**config.mk**
```make
export PLATFORM = sky130hd
export DESIGN_NAME = gpio_irq_top
export DESIGN_NICKNAME = d
export VERILOG_FILES = /design/src/rtl/gpio_irq_pkg.sv /design/src/rtl/gpio_irq_regs.sv /design/src/rtl/gpio_irq_detect.sv /design/src/rtl/gpio_irq_top.sv
export SDC_FILE = /design/constraint.sdc
export NUM_CORES = 1
export LEC_CHECK = 0
export BUFFER_PORTS_ARGS = -buffer_cell sky130_fd_sc_hd__buf_2
export CORE_ASPECT_RATIO = 0.7
export CORE_MARGIN = 1.5
export CORE_UTILIZATION = 55
export DETAILED_ROUTE_END_ITERATION = 16
export HOLD_SLACK_MARGIN = 0.03
export PLACE_DENSITY = 0.8
export SYNTH_ARGS = -nofsm -noshare
export SYNTH_HDL_FRONTEND = slang
export SYNTH_HIERARCHICAL = 1
export SYNTH_SLANG_ARGS = --single-unit
export TNS_END_PERCENT = 30
```
**constraint.sdc**
```tcl
create_clock -name clk -period 3.5 [get_ports clk]
set_input_delay 0.35 -clock clk [delete_from_list [all_inputs] [get_ports clk]]
set_output_delay 0.35 -clock clk [all_outputs]
set_load 0.005 [all_outputs]
```
**src/rtl/gpio_irq_pkg.sv**
```systemverilog
package gpio_irq_pkg;
  localparam int unsigned PIN_CNT  = 12;
  localparam int unsigned ADDR_W   = 16;
  localparam int unsigned DATA_W   = 32;
  localparam int unsigned CFG_CNT  = 4;   // sense, both, event, enable

  localparam logic [ADDR_W-1:0] OFS_CFG0  = 16'h8004;  // first config register
  localparam logic [ADDR_W-1:0] OFS_RAW   = 16'h8014;
  localparam logic [ADDR_W-1:0] OFS_MSTAT = 16'h8018;
  localparam logic [ADDR_W-1:0] OFS_CLR   = 16'h801C;

  typedef enum logic [1:0] {
    CFG_SENSE = 2'd0,
    CFG_BOTH  = 2'd1,
    CFG_EVENT = 2'd2,
    CFG_EN    = 2'd3
  } cfg_idx_e;
endpackage

```
**src/rtl/gpio_irq_regs.sv**
```systemverilog
module gpio_irq_regs
  import gpio_irq_pkg::*;
#(
  parameter int unsigned NPIN = PIN_CNT,
  parameter int unsigned AW   = ADDR_W,
  parameter int unsigned DW   = DATA_W
) (
  input  logic            clk,
  input  logic            rst_n,
  input  logic            bus_wr,
  input  logic [AW-1:0]   bus_addr,
  input  logic [DW-1:0]   bus_wdata,
  input  logic [NPIN-1:0] raw_stat,
  output logic [NPIN-1:0] cfg_sense,
  output logic [NPIN-1:0] cfg_both,
  output logic [NPIN-1:0] cfg_event,
  output logic [NPIN-1:0] cfg_en,
  output logic [NPIN-1:0] clr_pulse,
  output logic [DW-1:0]   bus_rdata
);
  localparam int unsigned PAD = DW - NPIN;

  logic [CFG_CNT-1:0][NPIN-1:0] cfg_q;
  logic [CFG_CNT-1:0]           cfg_hit;

  for (genvar k = 0; k < CFG_CNT; k++) begin : g_cfg
    localparam logic [AW-1:0] OFS = OFS_CFG0 + AW'(4 * k);
    assign cfg_hit[k] = (bus_addr == OFS);

    always_ff @(posedge clk or negedge rst_n) begin
      if (!rst_n)                   cfg_q[k] <= '0;
      else if (bus_wr && cfg_hit[k]) cfg_q[k] <= bus_wdata[NPIN-1:0];
    end

    // a write lands in its register
    a_r2_cfg_write: assert property (@(posedge clk) disable iff (!rst_n)
      (bus_wr && cfg_hit[k]) |=> (cfg_q[k] == $past(bus_wdata[NPIN-1:0])));
  end

  assign cfg_sense = cfg_q[CFG_SENSE];
  assign cfg_both  = cfg_q[CFG_BOTH];
  assign cfg_event = cfg_q[CFG_EVENT];
  assign cfg_en    = cfg_q[CFG_EN];

  assign clr_pulse = (bus_wr && bus_addr == OFS_CLR) ? bus_wdata[NPIN-1:0] : '0;

  logic [NPIN-1:0] rd_sel;
  always_comb begin
    rd_sel = '0;
    for (int k = 0; k < CFG_CNT; k++)
      if (cfg_hit[k]) rd_sel = cfg_q[k];
    if (bus_addr == OFS_RAW)   rd_sel = raw_stat;
    if (bus_addr == OFS_MSTAT) rd_sel = raw_stat & cfg_en;
  end
  assign bus_rdata = {{PAD{1'b0}}, rd_sel};

  // status offsets are read-only
  a_r8_ro_write_ignored: assert property (@(posedge clk) disable iff (!rst_n)
    (bus_wr && (bus_addr == OFS_RAW || bus_addr == OFS_MSTAT)) |=> $stable(cfg_q));
endmodule

```
**src/rtl/gpio_irq_detect.sv**
```systemverilog
module gpio_irq_detect
  import gpio_irq_pkg::*;
#(
  parameter int unsigned NPIN = PIN_CNT
) (
  input  logic            clk,
  input  logic            rst_n,
  input  logic [NPIN-1:0] pin_in,
  input  logic [NPIN-1:0] cfg_sense,
  input  logic [NPIN-1:0] cfg_both,
  input  logic [NPIN-1:0] cfg_event,
  input  logic [NPIN-1:0] clr_pulse,
  output logic [NPIN-1:0] raw_stat
);
  logic [NPIN-1:0] pin_prev;
  logic [NPIN-1:0] edge_q;
  logic [NPIN-1:0] edge_hit;

  always_ff @(posedge clk or negedge rst_n) begin
    if (!rst_n) pin_prev <= '0;
    else        pin_prev <= pin_in;
  end

  for (genvar i = 0; i < NPIN; i++) begin : g_pin
    logic rise, fall;
    assign rise = pin_in[i] & ~pin_prev[i];
    assign fall = ~pin_in[i] & pin_prev[i];
    assign edge_hit[i] = cfg_both[i] ? (rise | fall)
                                     : (cfg_event[i] ? rise : fall);

    always_ff @(posedge clk or negedge rst_n) begin
      if (!rst_n)            edge_q[i] <= 1'b0;
      else if (cfg_sense[i]) edge_q[i] <= 1'b0;
      else                   edge_q[i] <= edge_hit[i] | (edge_q[i] & ~clr_pulse[i]);
    end

    assign raw_stat[i] = cfg_sense[i] ? ~(pin_in[i] ^ cfg_event[i]) : edge_q[i];

    // held edge survives when not cleared
    a_r7_edge_hold: assert property (@(posedge clk) disable iff (!rst_n)
      (!cfg_sense[i] && edge_q[i] && !clr_pulse[i]) |=> edge_q[i]);
    // clear without a new edge drops the bit
    a_r7_edge_clear: assert property (@(posedge clk) disable iff (!rst_n)
      (!cfg_sense[i] && clr_pulse[i] && !edge_hit[i]) |=> !edge_q[i]);
    // level mode discards the held edge
    a_r11_level_discard: assert property (@(posedge clk) disable iff (!rst_n)
      cfg_sense[i] |=> !edge_q[i]);
    // a newly held edge needs a pin change
    a_r3_edge_cause: assert property (@(posedge clk) disable iff (!rst_n)
      $rose(edge_q[i]) |-> ($past(pin_in[i]) != $past(pin_prev[i])));
  end
endmodule

```
**src/rtl/gpio_irq_top.sv**
```systemverilog
module gpio_irq_top
  import gpio_irq_pkg::*;
#(
  parameter int unsigned NPIN = PIN_CNT,
  parameter int unsigned AW   = ADDR_W,
  parameter int unsigned DW   = DATA_W
) (
  input  logic            clk,
  input  logic            rst_n,
  input  logic            bus_wr,
  input  logic [AW-1:0]   bus_addr,
  input  logic [DW-1:0]   bus_wdata,
  output logic [DW-1:0]   bus_rdata,
  input  logic [NPIN-1:0] pin_in,
  output logic            irq
);
  logic [NPIN-1:0] cfg_sense, cfg_both, cfg_event, cfg_en, clr_pulse, raw_stat;

  gpio_irq_regs #(.NPIN(NPIN), .AW(AW), .DW(DW)) u_regs (
    .clk       (clk),
    .rst_n     (rst_n),
    .bus_wr    (bus_wr),
    .bus_addr  (bus_addr),
    .bus_wdata (bus_wdata),
    .raw_stat  (raw_stat),
    .cfg_sense (cfg_sense),
    .cfg_both  (cfg_both),
    .cfg_event (cfg_event),
    .cfg_en    (cfg_en),
    .clr_pulse (clr_pulse),
    .bus_rdata (bus_rdata)
  );

  gpio_irq_detect #(.NPIN(NPIN)) u_detect (
    .clk       (clk),
    .rst_n     (rst_n),
    .pin_in    (pin_in),
    .cfg_sense (cfg_sense),
    .cfg_both  (cfg_both),
    .cfg_event (cfg_event),
    .clr_pulse (clr_pulse),
    .raw_stat  (raw_stat)
  );

  assign irq = |(raw_stat & cfg_en);

  // a request needs some enabled pin
  a_r9_irq_needs_enable: assert property (@(posedge clk) disable iff (!rst_n)
    irq |-> (cfg_en != '0));
endmodule

```
==> flow_summary.yaml <==
finish:
  fillCellCount: 693
  antennaDiodeCount: 0
  syn_to_final_growth_pct: 12.6
  nets: 588
  drive_gt1_share_pct: 35.7
global_route:
  grt_usage_pct: 25.9
  antenna_found_initial: 0
  grt_pass1_vias: 3521
  grt_max_degree: 33
  grt_overflow: 0
  grt_pass1_wl_um: 18000
power_and_ir_drop:
  powerDensity_nw_per_um2: 352
  vdd_drop_max_v: 0.000288
  p_leak_uw: 0.00249
placed_design:
  port_buffers: 55
  dp_hpwl_um: 7600
  gp_congestion: 0.830
clocking:
  cts.sinks: 72
  post_cts_resized: 0
  clock_latency_ns: 0.34
  post-cts-setup-buffers: 0
  cts.clk_slew.worst_paths_ns: 0.05
  h-tree-depth: 3
  numCtsBuffers: 9
  cts_tree: "yes"
  clockRootBuffer: "clkbuf_16"
  cts_buffer_depth: 2
timing:
  final.setup.tns_ns: 0
  slew_violations: 0
  max_slew.worst_pin.slew_ns: 0.864
  layout_min_cycle_time_ns: 2.80
  finalHoldViolCount: 0
  fmax_mhz: 357
  period_share_pct: 80.0
  setup_viol: 0
  hold_slack_ns: 0.169
  clock_skew_ns: 0.00695
  slew-limit-headroom_pct: 42.0
  rsz0062_at_grt: "no"
route:
  vias_per_cell: 5.91
  final_antenna_net_count: 0
  wirelength_um: 11100
  drcViolationCount: 0
  vias: 3602
  drt_iter0_markers: 292
  wl_per_cell_um: 18.2
  dr.pass1.iters: 4
logic_synthesis:
  synthCells: 446
  syn_area_um2: 4740
  ys_ff_latch: 72
  yosys_warnings: 6
  ys.flop_type: "dfrtp_1"
  synth_cell_type_count: 40
  synthTopCellsByArea: "dfrtp_1, mux2_2, mux2_4"
  yosysMostFrequentCell: "dfrtp_1"
  yosys.area.top_type: "dfrtp_1"
  synth_edf_count: 0
  synth_seq_area_share_pct: 38.0
  syn_area_per_cell_um2: 10.6
  async_flop_share_pct: 100
  ys_top_cells_by_count: "dfrtp_1, mux2_2, inv_1, ha_1, nand2b_1"
  synth_top_cell_area_share_pct: 38.0
worst_setup_path:
  critPathMaxFanout: 29
  cp-start-kind: "input port"
  worst-setup-path-type: "input port to output port"
  critPathArrivalTime_ns: 2.45
  endpoint_kind: "output port"
  cp.required_ns: 3.15
floorplan:
  core_um2: 8410
  rows: 28
  pin_count: 96
  die_w_um: 114
  die_height_um: 80.7
  start_util_pct: 56.4
  dieArea_um2: 9190
min_path:
  hp-class: "input port to flop"
run_status:
  outcome: "finished, final reports clean"
flow_run:
  maxCapViolCount: 0
cell type report:
| class | count | area, µm² | share of cell area (%) |
|---|---|---|---|
| timing repair buffer | 68 | 375 | 7.03 |
| clock buffer | 14 | 274 | 5.13 |
| sequential | 72 | 1800 | 33.7 |
| multi-input combinational | 324 | 2660 | 49.8 |
| tap | 105 | 131 | 2.46 |
| inverter | 26 | 97.6 | 1.83 |
per-layer routing:
metal	global-route usage, %	wire length, µm	up-vias
li1	-	-	1686
met1	34.2	4860	1757
met2	42.2	5250	145
met3	6.94	868	14
met4	7.50	99	0
met5	0	0	-
power breakdown:
part           internal (µW)  switching (µW)  leakage (µW)
sequential               841            4.37      0.000916
clock                    530             325      0.000135
combinational           67.4             112       0.00144
layout by cell type (no fill, tap or decap), drive strengths merged, types with 2 or more instances in the layout:
cell type / count
mux2: 83
dfrtp: 72
buf: 67
o21ai: 35
inv: 26
ha: 24
nand2b: 23
nand2: 22
conb: 20
a31oi: 19
clkbuf: 14
nand3: 13
a21oi: 13
xnor2: 12
nor3: 12
a211oi: 12
o211ai: 9
a221oi: 5
a22o: 3
nor2: 3
nand4: 3
nor4: 2
nor2b: 2
a2bb2oi: 2
what timing repair did:
| action | 4_1_cts | 5_1_grt |
|---|---|---|
| hold buffers | 1 | 0 |
| setup endpoints to repair | 0 | 0 |
| endpoints found under the hold margin | 21 | 0 |
per-stage QoR:
stage	power, µW	setup slack, ns	utilization (%)	cells	area [µm²]
6_report	1880	0.701	63.5	609	5340
5_1_grt	1950	0.648	63.5	609	5340
4_1_cts	1890	0.810	63.5	609	5340
3_5_place_dp	1040	0.817	60.1	594	5050
3_3_place_gp	1030	0.861	60.1	594	5050
2_1_floorplan	968	1.62	-	465	4810
path summary, 6_finish.rpt:
kind	startpoint	to	slack (ns)	depth (start not counted)
max reg2reg	u_detect/pin_prev[6]$_DFF_PN0_	u_detect/edge_q[6]$_DFF_PN0_	2.33	4
max	bus_addr[3]	bus_rdata[5]	0.70	7
min reg2reg	u_regs/cfg_sense[0]$_DFFE_PN0P_	u_detect/edge_q[0]$_DFF_PN0_	0.49	1
max in group asynchronous	rst_n	u_detect/pin_prev[8]$_DFF_PN0_	2.16	3
min	pin_in[0]	u_detect/pin_prev[0]$_DFF_PN0_	0.17	1
min in group asynchronous	rst_n	u_regs/cfg_both[11]$_DFFE_PN0P_	0.53	2
sequential cells by signal, indices dropped and copies added, names as in the netlist:
signal             flops
u_detect/edge_q       12
u_regs/cfg_en         12
u_detect/pin_prev     12
u_regs/cfg_both       12
u_regs/cfg_event      12
u_regs/cfg_sense      12
logic make-up (layout without fill, tap and decap cells):
family          Yosys count  in the layout  synth area share (%)
compound gates           99             99                  14.3
xor+xnor                 12             12                  2.22
fa+ha+maj                24             24                  6.34
buf+inv                  69            108                  7.39
flops                    72             72                  38.0
mux                      84             84                  21.7
other cells               1             20                0.0791
simple gates             85             85                  10.0
worst max-delay path, cell delays in order:
cell and delay, ns:
buf_2 0.44, nor2b_1 0.13, buf_4 0.21, o21ai_1 0.70, o21ai_0 0.20, a31oi_1 0.25, buf_2 0.16
(Power assumes the default switching activity.)
